--- src/rtl/pwm3_pkg.sv ---
// Package: shared types for the three-channel PWM generator.
// Assumes: the tick-source selector is two bits wide.
package pwm3_pkg;
    typedef enum logic [1:0] {
        TSRC_INT  = 2'b00,
        TSRC_EXT  = 2'b01,
        TSRC_CLK  = 2'b10,
        TSRC_HOLD = 2'b11
    } tick_src_t;
endpackage

--- src/rtl/pwm3_tick_sel.sv ---
// Module: picks the counter tick enable from the selected source.
// Assumes: tick inputs are single-cycle-wide enables in the clk domain.
module pwm3_tick_sel
    import pwm3_pkg::*;
(
    input  tick_src_t src,
    input  logic      tick_int,
    input  logic      tick_ext,
    output logic      tick
);
    // Purpose: multiplex the tick source per selector value.
    always_comb begin
        unique case (src)
            TSRC_INT:  tick = tick_int;
            TSRC_EXT:  tick = tick_ext;
            TSRC_CLK:  tick = 1'b1;
            default:   tick = 1'b0;
        endcase
    end
endmodule

--- src/rtl/pwm3_counter.sv ---
// Module: free-running period counter, 0 to 2**CW-1, advanced by tick.
// Assumes: wrap is reported in the cycle whose tick takes the count back to 0.
module pwm3_counter #(
    parameter int CW = 10
) (
    input  logic          clk,
    input  logic          rst_n,
    input  logic          tick,
    output logic [CW-1:0] cnt,
    output logic          wrap
);
    localparam logic [CW-1:0] CNT_MAX = {CW{1'b1}};

    // Purpose: flag the tick that ends the period.
    assign wrap = tick && (cnt == CNT_MAX);

    // Purpose: advance the count on each tick, wrapping at the maximum.
    always_ff @(posedge clk) begin
        if (!rst_n)
            cnt <= '0;
        else if (tick)
            cnt <= (cnt == CNT_MAX) ? '0 : cnt + 1'b1;
    end

    assert_wrap_R2: assert property (@(posedge clk) disable iff (!rst_n)
        (tick && cnt == CNT_MAX) |=> (cnt == '0));
    assert_step_R2: assert property (@(posedge clk) disable iff (!rst_n)
        (tick && cnt != CNT_MAX) |=> (cnt == $past(cnt) + 1'b1));
    assert_hold_R2: assert property (@(posedge clk) disable iff (!rst_n)
        !tick |=> $stable(cnt));
endmodule

--- src/rtl/pwm3_channel.sv ---
// Module: one PWM channel, with a double-buffered brightness value compared to the shared count.
// Assumes: pend is stable except on loads, and wrap comes from the shared counter.
module pwm3_channel #(
    parameter int BW = 10
) (
    input  logic          clk,
    input  logic          rst_n,
    input  logic          wrap,
    input  logic [BW-1:0] pend,
    input  logic [BW-1:0] cnt,
    input  logic          en,
    output logic          on
);
    logic [BW-1:0] active;

    // Purpose: copy the pending brightness to the active value at the period wrap.
    always_ff @(posedge clk) begin
        if (!rst_n)
            active <= '0;
        else if (wrap)
            active <= pend;
    end

    // Purpose: drive high while the count is within 0..active, never for zero.
    always_comb begin
        on = en && (active != '0) && (cnt <= active);
    end

    assert_defer_R5: assert property (@(posedge clk) disable iff (!rst_n)
        !wrap |=> $stable(active));
    assert_take_R5: assert property (@(posedge clk) disable iff (!rst_n)
        wrap |=> (active == $past(pend)));
endmodule

--- src/rtl/pwm3_top.sv ---
// Module: three-channel PWM generator with a shared counter and a command register bank.
// Assumes: tick inputs are synchronous to clk, and cmd_* are valid whenever cmd_load is high.
module pwm3_top
    import pwm3_pkg::*;
#(
    parameter int NCH = 3,
    parameter int BW  = 10,
    parameter int SW  = 7
) (
    input  logic              clk,
    input  logic              rst_n,
    input  logic              tick_int,
    input  logic              tick_ext,
    input  logic              oe,
    input  logic              cmd_load,
    input  logic [1:0]        cmd_mode,
    input  logic [NCH*BW-1:0] cmd_bright,
    input  logic [NCH*SW-1:0] cmd_scale,
    output logic [NCH-1:0]    pwm_out,
    output logic [NCH*SW-1:0] scale_out
);
    localparam int BRW = NCH * BW;
    localparam int SCW = NCH * SW;

    tick_src_t       mode_q;
    logic [BRW-1:0]  bright_q;
    logic [SCW-1:0]  scale_q;
    logic            tick;
    logic            wrap;
    logic [BW-1:0]   cnt;

    // Purpose: command register bank, captured on a load strobe.
    always_ff @(posedge clk) begin
        if (!rst_n) begin
            mode_q   <= TSRC_INT;
            bright_q <= '0;
            scale_q  <= '0;
        end else if (cmd_load) begin
            mode_q   <= tick_src_t'(cmd_mode);
            bright_q <= cmd_bright;
            scale_q  <= cmd_scale;
        end
    end

    assign scale_out = scale_q;

    pwm3_tick_sel u_tsel (
        .src      (mode_q),
        .tick_int (tick_int),
        .tick_ext (tick_ext),
        .tick     (tick)
    );

    pwm3_counter #(.CW(BW)) u_cnt (
        .clk   (clk),
        .rst_n (rst_n),
        .tick  (tick),
        .cnt   (cnt),
        .wrap  (wrap)
    );

    for (genvar g = 0; g < NCH; g++) begin : g_ch
        pwm3_channel #(.BW(BW)) u_ch (
            .clk   (clk),
            .rst_n (rst_n),
            .wrap  (wrap),
            .pend  (bright_q[g*BW +: BW]),
            .cnt   (cnt),
            .en    (oe),
            .on    (pwm_out[g])
        );
    end

    assert_scale_R9: assert property (@(posedge clk) disable iff (!rst_n)
        cmd_load |=> (scale_out == $past(cmd_scale)));
    assert_hold_src_R3: assert property (@(posedge clk) disable iff (!rst_n)
        (mode_q == TSRC_HOLD) |-> !tick);
    assert_blank_R8: assert property (@(posedge clk) disable iff (!rst_n)
        !oe |-> (pwm_out == '0));
    assert_reset_R1: assert property (@(posedge clk)
        $past(!rst_n) |-> (pwm_out == '0 && scale_out == '0));
endmodule

--- config.mk ---
export PLATFORM = sky130hd
export DESIGN_NAME = pwm3_top
export DESIGN_NICKNAME = d
export VERILOG_FILES = /design/src/rtl/pwm3_pkg.sv /design/src/rtl/pwm3_tick_sel.sv /design/src/rtl/pwm3_counter.sv /design/src/rtl/pwm3_channel.sv /design/src/rtl/pwm3_top.sv
export SDC_FILE = /design/constraint.sdc
export NUM_CORES = 1
export LEC_CHECK = 0
export BUFFER_PORTS_ARGS = -buffer_cell sky130_fd_sc_hd__buf_4
export CAP_MARGIN = 25
export CORE_MARGIN = 2
export CORE_UTILIZATION = 55
export DETAILED_ROUTE_END_ITERATION = 6
export PLACE_DENSITY = 0.79
export SKIP_CTS_REPAIR_TIMING = 1
export SLEW_MARGIN = 5
export SYNTH_ARGS = -nofsm -noshare
export SYNTH_HDL_FRONTEND = slang
export SYNTH_SLANG_ARGS = --single-unit
--- constraint.sdc ---
create_clock -name clk -period 4.5 [get_ports clk]
set_input_delay 0.9 -clock clk [delete_from_list [all_inputs] [get_ports clk]]
set_output_delay 0.9 -clock clk [all_outputs]
set_load 0.01 [all_outputs]
==> key figures <==
Run status
  – Outcome: finished, final reports clean

GRT
  – Gr usage total: between 20% and 30%
  – Initial antenna violation count: 0
  – Largest net degree at the start of global routing: 63
  – Total grt overflow: 0
  – First-pass GRT wire length: 14.96 mm
  – Vias in the first global route: 3,412

Floorplanning
  – Core Box Area: 7727 sq um
  – Die X-Extent: 93.42 um
  – Site Rows: 32
  – Die Area: 8727 sq um
  – Die Ht: approximately 93 um
  – Initial Utilization: 56.91%
  – IO Pins: 83

STA
  – Final slew viol count: 0
  – Final min period: roughly 3.1 ns
  – Fmax: roughly 320 MHz
  – Setup tns final: 0 ns
  – Actual slew at the worst max-slew pin: 0.9663 ns
  – Number of setup violations in the final report: 0
  – Endpoints failing hold: 0
  – Worst Slack Setup Final: ~1.4 ns
  – Slew margin rel.: approximately 35%
  – Fin Clk Skew: 0.009632 ns
  – Worst hold slack: 0.4626 ns
  – RSZ-0062 raised after global routing: false
  – Fin crit share: 69.20%

Pwr
  – Sequential power share: 53.2%
  – Clock Power Share: 36.4%
  – Internal power: approximately 1.2 mW
  – P_sw: around 0.41 mW
  – Cell Pwr Density: about 310 nW/um^2
  – Leakage power: about 2.3 nW
  – Max IR drop VDD: around 0.00019 V
  – Logic pwr share: 10.5%
  – Net Sw Frac: between 20% and 30%

Synth
  – Synth top area cells: dfxtp_1 42%, mux2i_1 19%, ha_1 8.8%
  – Avg Cell Area, Syn: 9.220 sq um
  – Post-synth top area share: 42.33%
  – Yosys reg bits: 93
  – Synth unique cells: 38
  – Post-synthesis cell count: 477
  – Cell Area, Synth: 4398 sq um
  – Yosys warns: 0
  – Dominant cell type by area after synthesis: dfxtp_1
  – Syn_nets: 567
  – Register area share after synthesis: 42.33%

Worst setup path
  – Cells along the critical path: ha_1 > a21o_1 > a221oi_1 > o311ai_0 > a31oi_1 > buf_4
  – Worst setup SP type: flop
  – Critical path fanouts, max: 9
  – Reg2reg path depth: 5
  – Crit Reg-Reg Startpoint: u_cnt.cnt[3]
  – Buf/Inv on CP: 1
  – WP data required: 3.60 ns
  – Worst r2r dst: g_ch[2].u_ch.active[0]
  – CP endpoint kind: output port
  – Worst reg-to-reg setup slack: between 1.5 and 2 ns
  – Stages on worst setup path: 6
  – Crit-path slowest cell: dfxtp_1
  – Delay-heaviest family, CP: compound AO/OA/AOI/OAI gates
  – CP endpoint: pwm_out[1]
  – Kind of critical path: reg2out
  – Peak per-stage delay on the critical path: around 0.54 ns
  – Critical path startpoint: u_cnt.cnt[3]
  – Crit path DAT: about 2.2 ns

Clocking
  – Bufs on Longest Clock Path: 2
  – CTS buffer count: 9
  – Clk pin slew, worst setup/hold paths: about 0.090 ns
  – CTS HTree Levels: 3
  – Later-pin clock latency in the skew report: 0.36 ns
  – Clock sink total: between 90 and 100
  – CTS tree: done
  – CTS Root Cell: clkbuf_8

Route
  – WL final: 8.993 mm
  – Initial DRT Pass Iterations: 4
  – Post-route antenna net violation count: 0
  – 1st-iter DRT viols: 98
  – DRC: 0
  – Via count: ~3,500
  – WL per Instance: 13.75 um
  – Vias/cell: 5.338

Layout
  – Most frequent cells in the layout: 93 x dfxtp_1, 83 x mux2i_1, 83 x buf_4, 74 x nand2_1, 57 x nor2_1
  – Fillcell total: 620
  – Antenna cells: 0
  – Area delta synth->final: 19.32%
  – Final #Nets: 637
  – Commonest non-fill, non-tap cell in the layout: dfxtp_1
  – Layout cells sized above 1: 19.02%
  – Non-Filler Instances: between 600 and 700

Min path
  – Worst Hold Class: reg2reg
  – Hold Crit Depth: 2

Place
  – Number of I/O port buffers: 82
  – Placed Cells: 637
  – DP Wirelength: 6.377 mm
  – Final GP Congestion: 0.8868
  – Setup slack at placement: 1.558 ns

Flow run
  – Maxcap violations: 0
-- flip-flops by register name (all words and copies together) (netlist names) --
| signal | count |
|---|---|
| bright_q | 30 |
| mode_q | 2 |
| scale_out | 21 |
| u_cnt.cnt | 10 |
| g_ch.u_ch.active | 30 |
-- final cells by class --
type                    count  area [sq um]  area share, %
clock buffers              10         137.6          2.623
flip-flops and latches     93          1862          35.48
multi-input cells         327          2282          43.49
well taps                 102         127.6          2.432
clock inverters             6         75.07          1.431
repair buffers             84         643.1          12.26
inverters                  32         120.1          2.289
-- cells in the mapped netlist --
cell type and number:
o41ai_1 1, a21boi_0 1, inv_2 1, a31oi_1 1, dfxtp_1 93, buf_2 5, nor3_4 1, o311ai_0 1
mux2i_1 83, a21oi_1 11, nor3_1 6, o221a_2 1, a2111oi_1 1, clkbuf_1 14, and4_1 1, a311oi_1 2
nor4_1 5, xnor2_1 6, buf_6 3, nor2b_1 2, nand4_1 8, nand4_4 1, ha_1 31, nand3b_1 1
or3_1 2, inv_1 31, nand3_1 9, nor2_1 57, a211oi_1 4, or4_1 1, and2_4 1, o21bai_1 3
a21o_1 8, buf_4 3, and3_1 1, nand2_1 74, a221oi_1 1, o211ai_1 2
-- tightest hold or removal path, stage by stage (launching register included) --
cell and delay (ns):
dfxtp_1 0.32, nand2_1 0.05, mux2i_1 0.05
-- how the worst min path moves through the flow --
stage	slack (ns)	endpoint	startpoint
after floorplan	0.43	g_ch[0].u_ch.active[8]	g_ch[0].u_ch.active[8]
after global placement	0.45	g_ch[1].u_ch.active[7]	g_ch[1].u_ch.active[7]
after global routing	0.48	g_ch[2].u_ch.active[2]	bright_q[22]
after CTS	0.47	g_ch[2].u_ch.active[8]	g_ch[2].u_ch.active[8]
final	0.46	g_ch[2].u_ch.active[8]	g_ch[2].u_ch.active[8]
after detailed placement	0.45	g_ch[2].u_ch.active[8]	g_ch[2].u_ch.active[8]
-- cells by family (layout without fill, tap and decap cells) --
group,Yosys count,in the layout,synth area share [%]
mux,83,83,18.89
simple gates,170,170,17.04
flops,93,93,42.33
compound gates,37,37,5.946
fa+ha+maj,31,31,8.819
buf+inv,57,132,5.775
xor+xnor,6,6,1.195
-- per-layer routing --
layer	GRT usage (%)	wire length [um]
met2	36.33	4276
met5	0	0
met4	7.843	119
met3	5.157	583
met1	25.84	4013
-- power groups by stage --
stage / Clock, mW / Combinational [mW] / Sequential [mW]
after detailed placement: 0 / 0.171 / 0.890
after global routing: 0.636 / 0.190 / 0.876
after floorplan: 0 / 0.0949 / 0.891
after global placement: 0 / 0.165 / 0.889
final: 0.596 / 0.172 / 0.872
after CTS: 0.605 / 0.171 / 0.872
-- stage by stage --
stage	power, mW	util [%]	cell area [sq um]
after floorplan	0.9856	-	4398
after global placement	1.054	64.90	5015
after detailed placement	1.061	64.90	5015
after CTS	1.648	67.65	5228
after global routing	1.702	67.91	5248
final	1.640	67.91	5248
Note: power is estimated with default switching activity, not from simulation.
